**src/rtl/mbx_boot_pkg.sv**
```systemverilog
package mbx_boot_pkg;
    localparam int MBX_DW    = 8;
    localparam int MBX_AW    = 16;
    localparam int MBX_NPORT = 4;
    localparam int MBX_SELW  = $clog2(MBX_NPORT);

    typedef logic [MBX_DW-1:0] byte_t;
    typedef logic [MBX_AW-1:0] addr_t;

    typedef enum logic [3:0] {
        ST_CLEAR,
        ST_SIG_LO,
        ST_SIG_HI,
        ST_WAIT_CMD,
        ST_WAIT_MODE,
        ST_ENT_LO,
        ST_ENT_HI,
        ST_RD0,
        ST_RD1,
        ST_RD2,
        ST_UP_START,
        ST_UP_WAIT,
        ST_UP_BUMP,
        ST_HALT
    } boot_st_e;

    typedef struct packed {
        boot_st_e st;
        byte_t    cnt;
        byte_t    idx;
        addr_t    ptr;
        addr_t    entry;
        logic     exec;
        logic     start;
        addr_t    saddr;
    } boot_state_s;
endpackage

```
**src/rtl/mbx_port_bank.sv**
```systemverilog
module mbx_port_bank
    import mbx_boot_pkg::*;
(
    input  logic                        clk,
    input  logic                        rst_n,
    input  logic                        h_we,
    input  logic [MBX_SELW-1:0]         h_sel,
    input  byte_t                       h_wdata,
    input  logic                        t_we,
    input  logic [MBX_SELW-1:0]         t_sel,
    input  byte_t                       t_wdata,
    output logic [MBX_NPORT*MBX_DW-1:0] in_flat,
    output logic [MBX_NPORT*MBX_DW-1:0] out_flat
);
    byte_t in_d  [MBX_NPORT];
    byte_t in_q  [MBX_NPORT];
    byte_t out_d [MBX_NPORT];
    byte_t out_q [MBX_NPORT];

    for (genvar p = 0; p < MBX_NPORT; p++) begin : g_port
        always_comb begin
            in_d[p]  = in_q[p];
            out_d[p] = out_q[p];
            if (h_we && (h_sel == MBX_SELW'(p))) in_d[p]  = h_wdata;
            if (t_we && (t_sel == MBX_SELW'(p))) out_d[p] = t_wdata;
        end

        always_ff @(posedge clk) begin
            if (!rst_n) begin
                in_q[p]  <= '0;
                out_q[p] <= '0;
            end else begin
                in_q[p]  <= in_d[p];
                out_q[p] <= out_d[p];
            end
        end

        assign in_flat [p*MBX_DW +: MBX_DW] = in_q[p];
        assign out_flat[p*MBX_DW +: MBX_DW] = out_q[p];
    end

    AST_HOST_VISIBLE: assert property (@(posedge clk) disable iff (!rst_n)
        h_we |=> in_q[$past(h_sel)] == $past(h_wdata));
    AST_TGT_VISIBLE: assert property (@(posedge clk) disable iff (!rst_n)
        t_we |=> out_q[$past(t_sel)] == $past(t_wdata));
endmodule

```
**src/rtl/mbx_boot_fsm.sv**
```systemverilog
module mbx_boot_fsm
    import mbx_boot_pkg::*;
#(
    parameter byte_t CLEAR_TOP = 8'hEF,
    parameter byte_t SIG_LO    = 8'hAA,
    parameter byte_t SIG_HI    = 8'hBB,
    parameter byte_t CMD_GO    = 8'hCC
) (
    input  logic                        clk,
    input  logic                        rst_n,
    input  logic [MBX_NPORT*MBX_DW-1:0] in_flat,
    output logic                        t_we,
    output logic [MBX_SELW-1:0]         t_sel,
    output byte_t                       t_wdata,
    output addr_t                       mem_addr,
    output byte_t                       mem_wdata,
    output logic                        mem_we,
    input  byte_t                       mem_rdata,
    output logic                        start,
    output addr_t                       start_addr
);
    localparam addr_t PTR_LO_ADDR = addr_t'(0);
    localparam addr_t PTR_HI_ADDR = addr_t'(1);

    boot_state_s s_q, s_d;
    byte_t in0, in1, in2, in3;
    addr_t up_addr;
    byte_t hi_next;

    assign in0 = in_flat[0*MBX_DW +: MBX_DW];
    assign in1 = in_flat[1*MBX_DW +: MBX_DW];
    assign in2 = in_flat[2*MBX_DW +: MBX_DW];
    assign in3 = in_flat[3*MBX_DW +: MBX_DW];
    assign up_addr = s_q.ptr + addr_t'(s_q.idx);
    assign hi_next = s_q.ptr[MBX_AW-1 -: MBX_DW] + 1'b1;

    always_comb begin
        s_d       = s_q;
        s_d.start = 1'b0;
        t_we      = 1'b0;
        t_sel     = '0;
        t_wdata   = '0;
        mem_addr  = '0;
        mem_wdata = '0;
        mem_we    = 1'b0;
        unique case (s_q.st)
            ST_CLEAR: begin
                mem_we   = 1'b1;
                mem_addr = addr_t'(s_q.cnt);
                if (s_q.cnt == '0) s_d.st = ST_SIG_LO;
                else               s_d.cnt = s_q.cnt - 1'b1;
            end
            ST_SIG_LO: begin
                t_we    = 1'b1;
                t_sel   = MBX_SELW'(0);
                t_wdata = SIG_LO;
                s_d.st  = ST_SIG_HI;
            end
            ST_SIG_HI: begin
                t_we    = 1'b1;
                t_sel   = MBX_SELW'(1);
                t_wdata = SIG_HI;
                s_d.st  = ST_WAIT_CMD;
            end
            ST_WAIT_CMD: begin
                if (in0 == CMD_GO) s_d.st = ST_WAIT_MODE;
            end
            ST_WAIT_MODE: begin
                if (in0 != CMD_GO) s_d.st = ST_ENT_LO;
            end
            ST_ENT_LO: begin
                s_d.entry = {in3, in2};
                mem_we    = 1'b1;
                mem_addr  = PTR_LO_ADDR;
                mem_wdata = in2;
                s_d.st    = ST_ENT_HI;
            end
            ST_ENT_HI: begin
                mem_we    = 1'b1;
                mem_addr  = PTR_HI_ADDR;
                mem_wdata = s_q.entry[MBX_AW-1 -: MBX_DW];
                t_we      = 1'b1;
                t_sel     = MBX_SELW'(0);
                t_wdata   = in0;
                s_d.exec  = (in1 == '0);
                s_d.st    = ST_RD0;
            end
            ST_RD0: begin
                mem_addr = PTR_LO_ADDR;
                s_d.st   = ST_RD1;
            end
            ST_RD1: begin
                mem_addr = PTR_HI_ADDR;
                s_d.ptr[MBX_DW-1:0] = mem_rdata;
                s_d.st   = ST_RD2;
            end
            ST_RD2: begin
                if (s_q.exec) begin
                    s_d.start = 1'b1;
                    s_d.saddr = {mem_rdata, s_q.ptr[MBX_DW-1:0]};
                    s_d.st    = ST_HALT;
                end else begin
                    s_d.ptr[MBX_AW-1 -: MBX_DW] = mem_rdata;
                    s_d.st = ST_UP_START;
                end
            end
            ST_UP_START: begin
                if (in0 != '0) begin
                    s_d.idx = in0;
                    s_d.st  = ST_UP_WAIT;
                end
            end
            ST_UP_WAIT: begin
                if (in0 == s_q.idx) begin
                    mem_we    = 1'b1;
                    mem_addr  = up_addr;
                    mem_wdata = in1;
                    t_we      = 1'b1;
                    t_sel     = MBX_SELW'(0);
                    t_wdata   = s_q.idx;
                    s_d.idx   = s_q.idx + 1'b1;
                    if (up_addr == PTR_LO_ADDR) s_d.ptr[MBX_DW-1:0] = in1;
                    if (up_addr == PTR_HI_ADDR) s_d.ptr[MBX_AW-1 -: MBX_DW] = in1;
                    if (s_q.idx == '1) s_d.st = ST_UP_BUMP;
                end
            end
            ST_UP_BUMP: begin
                mem_we    = 1'b1;
                mem_addr  = PTR_HI_ADDR;
                mem_wdata = hi_next;
                s_d.ptr[MBX_AW-1 -: MBX_DW] = hi_next;
                s_d.st    = hi_next[MBX_DW-1] ? ST_ENT_LO : ST_UP_WAIT;
            end
            ST_HALT: begin
                s_d.st = ST_HALT;
            end
            default: s_d.st = ST_HALT;
        endcase
    end

    always_ff @(posedge clk) begin
        if (!rst_n) begin
            s_q       <= '0;
            s_q.st    <= ST_CLEAR;
            s_q.cnt   <= CLEAR_TOP;
        end else begin
            s_q <= s_d;
        end
    end

    assign start      = s_q.start;
    assign start_addr = s_q.saddr;

    AST_CLEAR_DESCEND: assert property (@(posedge clk) disable iff (!rst_n)
        (s_q.st == ST_CLEAR && mem_addr != '0)
            |=> (mem_we && mem_wdata == '0 && mem_addr == $past(mem_addr) - 1'b1));
    AST_IDLE_QUIET: assert property (@(posedge clk) disable iff (!rst_n)
        (s_q.st == ST_WAIT_CMD || s_q.st == ST_WAIT_MODE) |-> (!mem_we && !t_we));
    AST_START_ONE_CYCLE: assert property (@(posedge clk) disable iff (!rst_n)
        start |=> !start);
    AST_HALT_SILENT: assert property (@(posedge clk) disable iff (!rst_n)
        $past(start) |-> (!mem_we && !t_we && !start));
    AST_UP_ECHO_MATCH: assert property (@(posedge clk) disable iff (!rst_n)
        (s_q.st == ST_UP_WAIT && t_we) |-> (t_wdata == in0 && mem_wdata == in1));
endmodule

```
**src/rtl/mbx_boot_engine.sv**
```systemverilog
module mbx_boot_engine
    import mbx_boot_pkg::*;
(
    input  logic                        clk,
    input  logic                        rst_n,
    input  logic                        h_we,
    input  logic [1:0]                  h_sel,
    input  logic [7:0]                  h_wdata,
    output logic [31:0]                 t2h_ports,
    output logic [15:0]                 mem_addr,
    output logic [7:0]                  mem_wdata,
    output logic                        mem_we,
    input  logic [7:0]                  mem_rdata,
    output logic                        start,
    output logic [15:0]                 start_addr
);
    logic [MBX_NPORT*MBX_DW-1:0] in_flat;
    logic                        t_we;
    logic [MBX_SELW-1:0]         t_sel;
    byte_t                       t_wdata;

    mbx_port_bank u_ports (
        .clk      (clk),
        .rst_n    (rst_n),
        .h_we     (h_we),
        .h_sel    (h_sel),
        .h_wdata  (h_wdata),
        .t_we     (t_we),
        .t_sel    (t_sel),
        .t_wdata  (t_wdata),
        .in_flat  (in_flat),
        .out_flat (t2h_ports)
    );

    mbx_boot_fsm u_fsm (
        .clk        (clk),
        .rst_n      (rst_n),
        .in_flat    (in_flat),
        .t_we       (t_we),
        .t_sel      (t_sel),
        .t_wdata    (t_wdata),
        .mem_addr   (mem_addr),
        .mem_wdata  (mem_wdata),
        .mem_we     (mem_we),
        .mem_rdata  (mem_rdata),
        .start      (start),
        .start_addr (start_addr)
    );

    AST_RESET_QUIET: assert property (@(posedge clk)
        !rst_n |=> (t2h_ports == '0 && !start));
endmodule

```
**config.mk**
```make
export PLATFORM = sky130hd
export DESIGN_NAME = mbx_boot_engine
export DESIGN_NICKNAME = d
export VERILOG_FILES = /design/src/rtl/mbx_boot_pkg.sv /design/src/rtl/mbx_port_bank.sv /design/src/rtl/mbx_boot_fsm.sv /design/src/rtl/mbx_boot_engine.sv
export SDC_FILE = /design/constraint.sdc
export NUM_CORES = 1
export LEC_CHECK = 0
export BUFFER_PORTS_ARGS = -buffer_cell sky130_fd_sc_hd__buf_2
export CAP_MARGIN = 15
export CORE_MARGIN = 10
export CORE_UTILIZATION = 52
export DETAILED_ROUTE_END_ITERATION = 10
export PLACE_DENSITY_LB_ADDON = 0.3
export SETUP_SLACK_MARGIN = 0.05
export SLEW_MARGIN = 5
export SYNTH_ARGS = -nofsm -noshare
export SYNTH_HDL_FRONTEND = slang
export SYNTH_SLANG_ARGS = --single-unit
```
**constraint.sdc**
```tcl
create_clock -name clk -period 2.8 [get_ports clk]
set_input_delay 0.42 -clock clk [delete_from_list [all_inputs] [get_ports clk]]
set_output_delay 0.42 -clock clk [all_outputs]
set_load 0.01 [all_outputs]
```
==> impl_metrics.csv <==
group,metric,value,unit
clocking,cts_root_buf,"clkbuf_16",
sta,setup_slack,-0.1692,ns
sta,period_share,106.0,%
detailed_routing,drc_errors,0,
critical_path,critPathLaunch,"u_fsm.s_q[50]",
sta,tightest_slew,0.9198,ns
clocking,numCtsBuffers,9,
worst_hold_path,hold_depth,3,
clocking,cts_tree,"yes",
cells_and_area,fin_cells,1027,
clocking,htreeDepth,3,
logic_synthesis,ys_seq_area_share,35.46,%
logic_synthesis,synth_top_family_by_area,"simple AND/OR/NAND/NOR gates",
detailed_routing,drt-total-wl,18.87,mm
critical_path,timing.rr.end,"u_fsm.s_q[42]",
sta,finalHoldViolCount,0,
logic_synthesis,yosysTopAreaCellShare,35.46,%
sta,fmax,336.8,MHz
logic_synthesis,syn_area_per_cell,8.128,um^2
worst_hold_path,hold_end,"u_fsm.start_addr[13]",
cells_and_area,syn_to_final_growth,23.01,%
detailed_routing,vias_per_cell,5.845,
critical_path,cp_data_arrival_time,3.24,ns
detailed_routing,vias,6003,
logic_synthesis,synth-simple-area-share,22.24,%
logic_synthesis,synth-edff-count,0,
power_and_ir_drop,peakVddDrop,434.3,uV
clocking,clkSinkCount,110,
global_routing,grt_usage,21.87,%
clocking,clkTransAtPathRegs,0.08,ns
global_routing,gr-total-overflow,0,
critical_path,worst-path-buf-inv,1,
logic_synthesis,synth-xor-area-share,4.372,%
worst_hold_path,hold_path_class,"input pin to register",
outcome,status,"finished with violations",
cells_and_area,layout-drive-gt1-share,29.30,%
detailed_routing,drt_iter0_drc,839,
global_routing,grt_max_degree,75,
sta,relSlewSlack,38.21,%
clocking,clk_path_buf_depth,2,
detailed_routing,avgRoutedWirePerCell,18.37,um
placed_design,dpl.cell_count,1003,
sta,rsz0062_at_grt,"true",
power_and_ir_drop,power_density,531.4,mW/mm^2
critical_path,crit_slowest_cell,"or4_4",
critical_path,worstSetupPathType,"register to register",
placed_design,dpl_cell_area,0.006977,mm^2
global_routing,antenna_found_initial,0,
sta,final.setup.tns,-1.928,ns
critical_path,crit_family,"simple AND/OR/NAND/NOR gates",
sta,fin_skew,0.007939,ns
floorplanning,core,0.01156,mm^2
global_routing,grt_pass1_wl,29.57,mm
logic_synthesis,syn_inst,764,
logic_synthesis,yosys.area_share.adder,2.740,%
sta,maxSlewViolCount,0,
worst_hold_path,hp-start,"mem_rdata[5]",
sta,fin_crit,2.969,ns
cells_and_area,stdcell_area,0.007639,mm^2
cells_and_area,antennaDiodeCount,0,
clocking,clock_latency,0.36,ns
outcome,violations,"negative setup slack",
sta,setup_viol,20,
job,drv_cap,0,
critical_path,worstPathCellList,"ha_4 > fa_2 > a211oi_4 > o21ai_2 > xor2_1 > or4_4 > nor4_4 > buf_6 > a21oi_4 > nand2b_4 > a221oi_2",
logic_synthesis,netlist-cell-type-count,75,
logic_synthesis,yosys-top-cells-count,"nand2_1 (116), dfxtp_1 (110), nor2_1 (96)",
logic_synthesis,ys_ff_latch,110,
floorplanning,dieHeight,129.3,um
logic_synthesis,syn_area,0.006210,mm^2
logic_synthesis,yosysMostFrequentCell,"nand2_1",
detailed_routing,final_antenna_net_count,0,
clocking,hold_buffers,0,
detailed_routing,drt_first_pass_iters,6,
placed_design,routabilityCongestion,0.9054,
floorplanning,die_w,129.3,um
cells_and_area,finalNetCount,913,
logic_synthesis,synth_compound_area_share,19.10,%
global_routing,grt_pass1_vias,5697,
floorplanning,ioPinCount,95,
logic_synthesis,ys_async_sr_fraction,0,%
critical_path,critPathCaptureType,"register",
placed_design,port_buffers,78,
cells_and_area,post-route-util,66.05,%
floorplanning,row_count,39,
critical_path,r2r_slack,-0.17,ns
critical_path,cp.required,3.07,ns
power_and_ir_drop,power.leakage,3.324,nW
logic_synthesis,yosys_warnings,0,
logic_synthesis,synth.area.mux_share,7.012,%
critical_path,cp-start-kind,"register",
logic_synthesis,synthTopCellsByArea,"dfxtp_1 (35%), nand2_1 (7.0%), mux2i_1 (6.8%)",
critical_path,rr_worst_depth,11,
logic_synthesis,yosysTopAreaCell,"dfxtp_1",
floorplanning,start_util,53.69,%
floorplanning,dieArea,0.01671,mm^2
critical_path,r2r-start,"u_fsm.s_q[50]",
critical_path,cp_slowest_stage_delay,0.55,ns
logic_synthesis,synthFlopType,"dfxtp_1",
placed_design,dp_hpwl,13.89,mm
critical_path,path_max_fanout,7,
[layer usage]
| layer | share of wire (%) | wire [um] | vias up | global-route usage (%) |
|---|---|---|---|---|
| met3 | 7.4 | 1387 | 31 | 4.486 |
| met2 | 48 | 9146 | 264 | 37.14 |
| met1 | 42 | 8002 | 2827 | 27.39 |
| li1 | - | - | 2881 | - |
| met5 | 0 | 0 | - | 0 |
| met4 | 1.8 | 331 | 0 | 6.355 |
[placed cells by master, fill, tap and decap left out, types with 5 or more instances in the layout]
| master | instances |
|---|---|
| buf_4 | 77 |
| a221oi_1 | 5 |
| o21ai_0 | 20 |
| nand2_1 | 116 |
| nand3_1 | 17 |
| buf_6 | 10 |
| ha_4 | 8 |
| nor2_1 | 94 |
| mux2i_1 | 42 |
| nand4_1 | 7 |
| inv_1 | 14 |
| dfxtp_2 | 13 |
| xor2_1 | 5 |
| a21oi_2 | 8 |
| o21ai_1 | 5 |
| nor4_1 | 6 |
| and3_1 | 6 |
| a22oi_1 | 5 |
| buf_2 | 77 |
| conb_1 | 16 |
| dfxtp_1 | 91 |
| clkbuf_16 | 9 |
| a22o_1 | 7 |
| dfxtp_4 | 6 |
| a31oi_1 | 6 |
| o211ai_1 | 7 |
| or3_1 | 5 |
| nor3_1 | 16 |
| a222oi_1 | 8 |
| a21oi_1 | 50 |
| xnor2_1 | 24 |
| and2_1 | 7 |
[worst max path at each step]
stage | end | slack [ns] | cells past startpoint
5_1_grt | u_fsm.s_q[48] | -0.30 | 13
3_3_place_gp | u_fsm.s_q[48] | -0.20 | 11
4_1_cts | u_fsm.s_q[42] | -0.12 | 11
6_report | u_fsm.s_q[42] | -0.17 | 11
3_5_place_dp | u_fsm.s_q[47] | -0.31 | 11
2_1_floorplan | u_fsm.s_q[47] | -0.03 | 11
[worst register-to-register path, delay by kind of cell (launching register included)]
kind	cells	cell delay, ns
xor+xnor	1	0.16
simple gates	3	0.97
flops	1	0.36
buf+inv	1	0.17
fa+ha+maj	2	0.53
compound gates	4	0.70
[logic make-up (layout without fill, tap and decap cells)]
family | after synthesis | after routing
adder cells (fa/ha/maj) | 13 | 13
buffers and inverters | 93 | 197
flip-flops | 110 | 110
multiplexers | 43 | 43
AND/OR/NAND/NOR | 304 | 304
other | 1 | 16
AO/OA/AOI/OAI | 169 | 170
XOR/XNOR | 31 | 31
[per-stage QoR]
step,hold WS [ns],total power [W],setup slack (ns)
after floorplan,0.4315,0.002451,-0.03095
after global placement,0.4397,0.002767,-0.1992
after detailed placement,0.4448,0.002791,-0.3082
after CTS,0.3127,0.004071,-0.1218
after global routing,0.3203,0.004243,-0.3002
final,0.3114,0.004059,-0.1692
[what timing repair did]
| action | CTS | global route |
|---|---|---|
| pin swaps | 23 | 11 |
| endpoints found under the setup margin | 26 | 32 |
| setup buffers | 7 | 0 |
| cloned | 0 | 1 |
| gates resized for setup | 44 | 25 |
[power by group]
group	switching, W	total, W	internal [W]
logic	0.000597	0.00103	0.000438
registers	0.0000810	0.00174	0.00166
clock network	0.000615	0.00129	0.000671
[final cells by class]
| type | instances | area [um^2] |
|---|---|---|
| fillers | 965 | 3926 |
| multi-input cells | 577 | 3757 |
| flip-flops and latches | 110 | 2241 |
| repair buffers | 165 | 1096 |
| clock buffers | 11 | 252.7 |
| well taps | 143 | 178.9 |
| inverters | 16 | 60.06 |
| clock inverters | 5 | 52.55 |
[flip-flops by register name, summed over array words and instances, names as in the netlist]
register / cells
u_fsm.start: 1
u_ports.out_q: 16
u_ports.in_q: 32
u_fsm.start_addr: 16
u_fsm.s_q: 45
(Power assumes the default switching activity.)
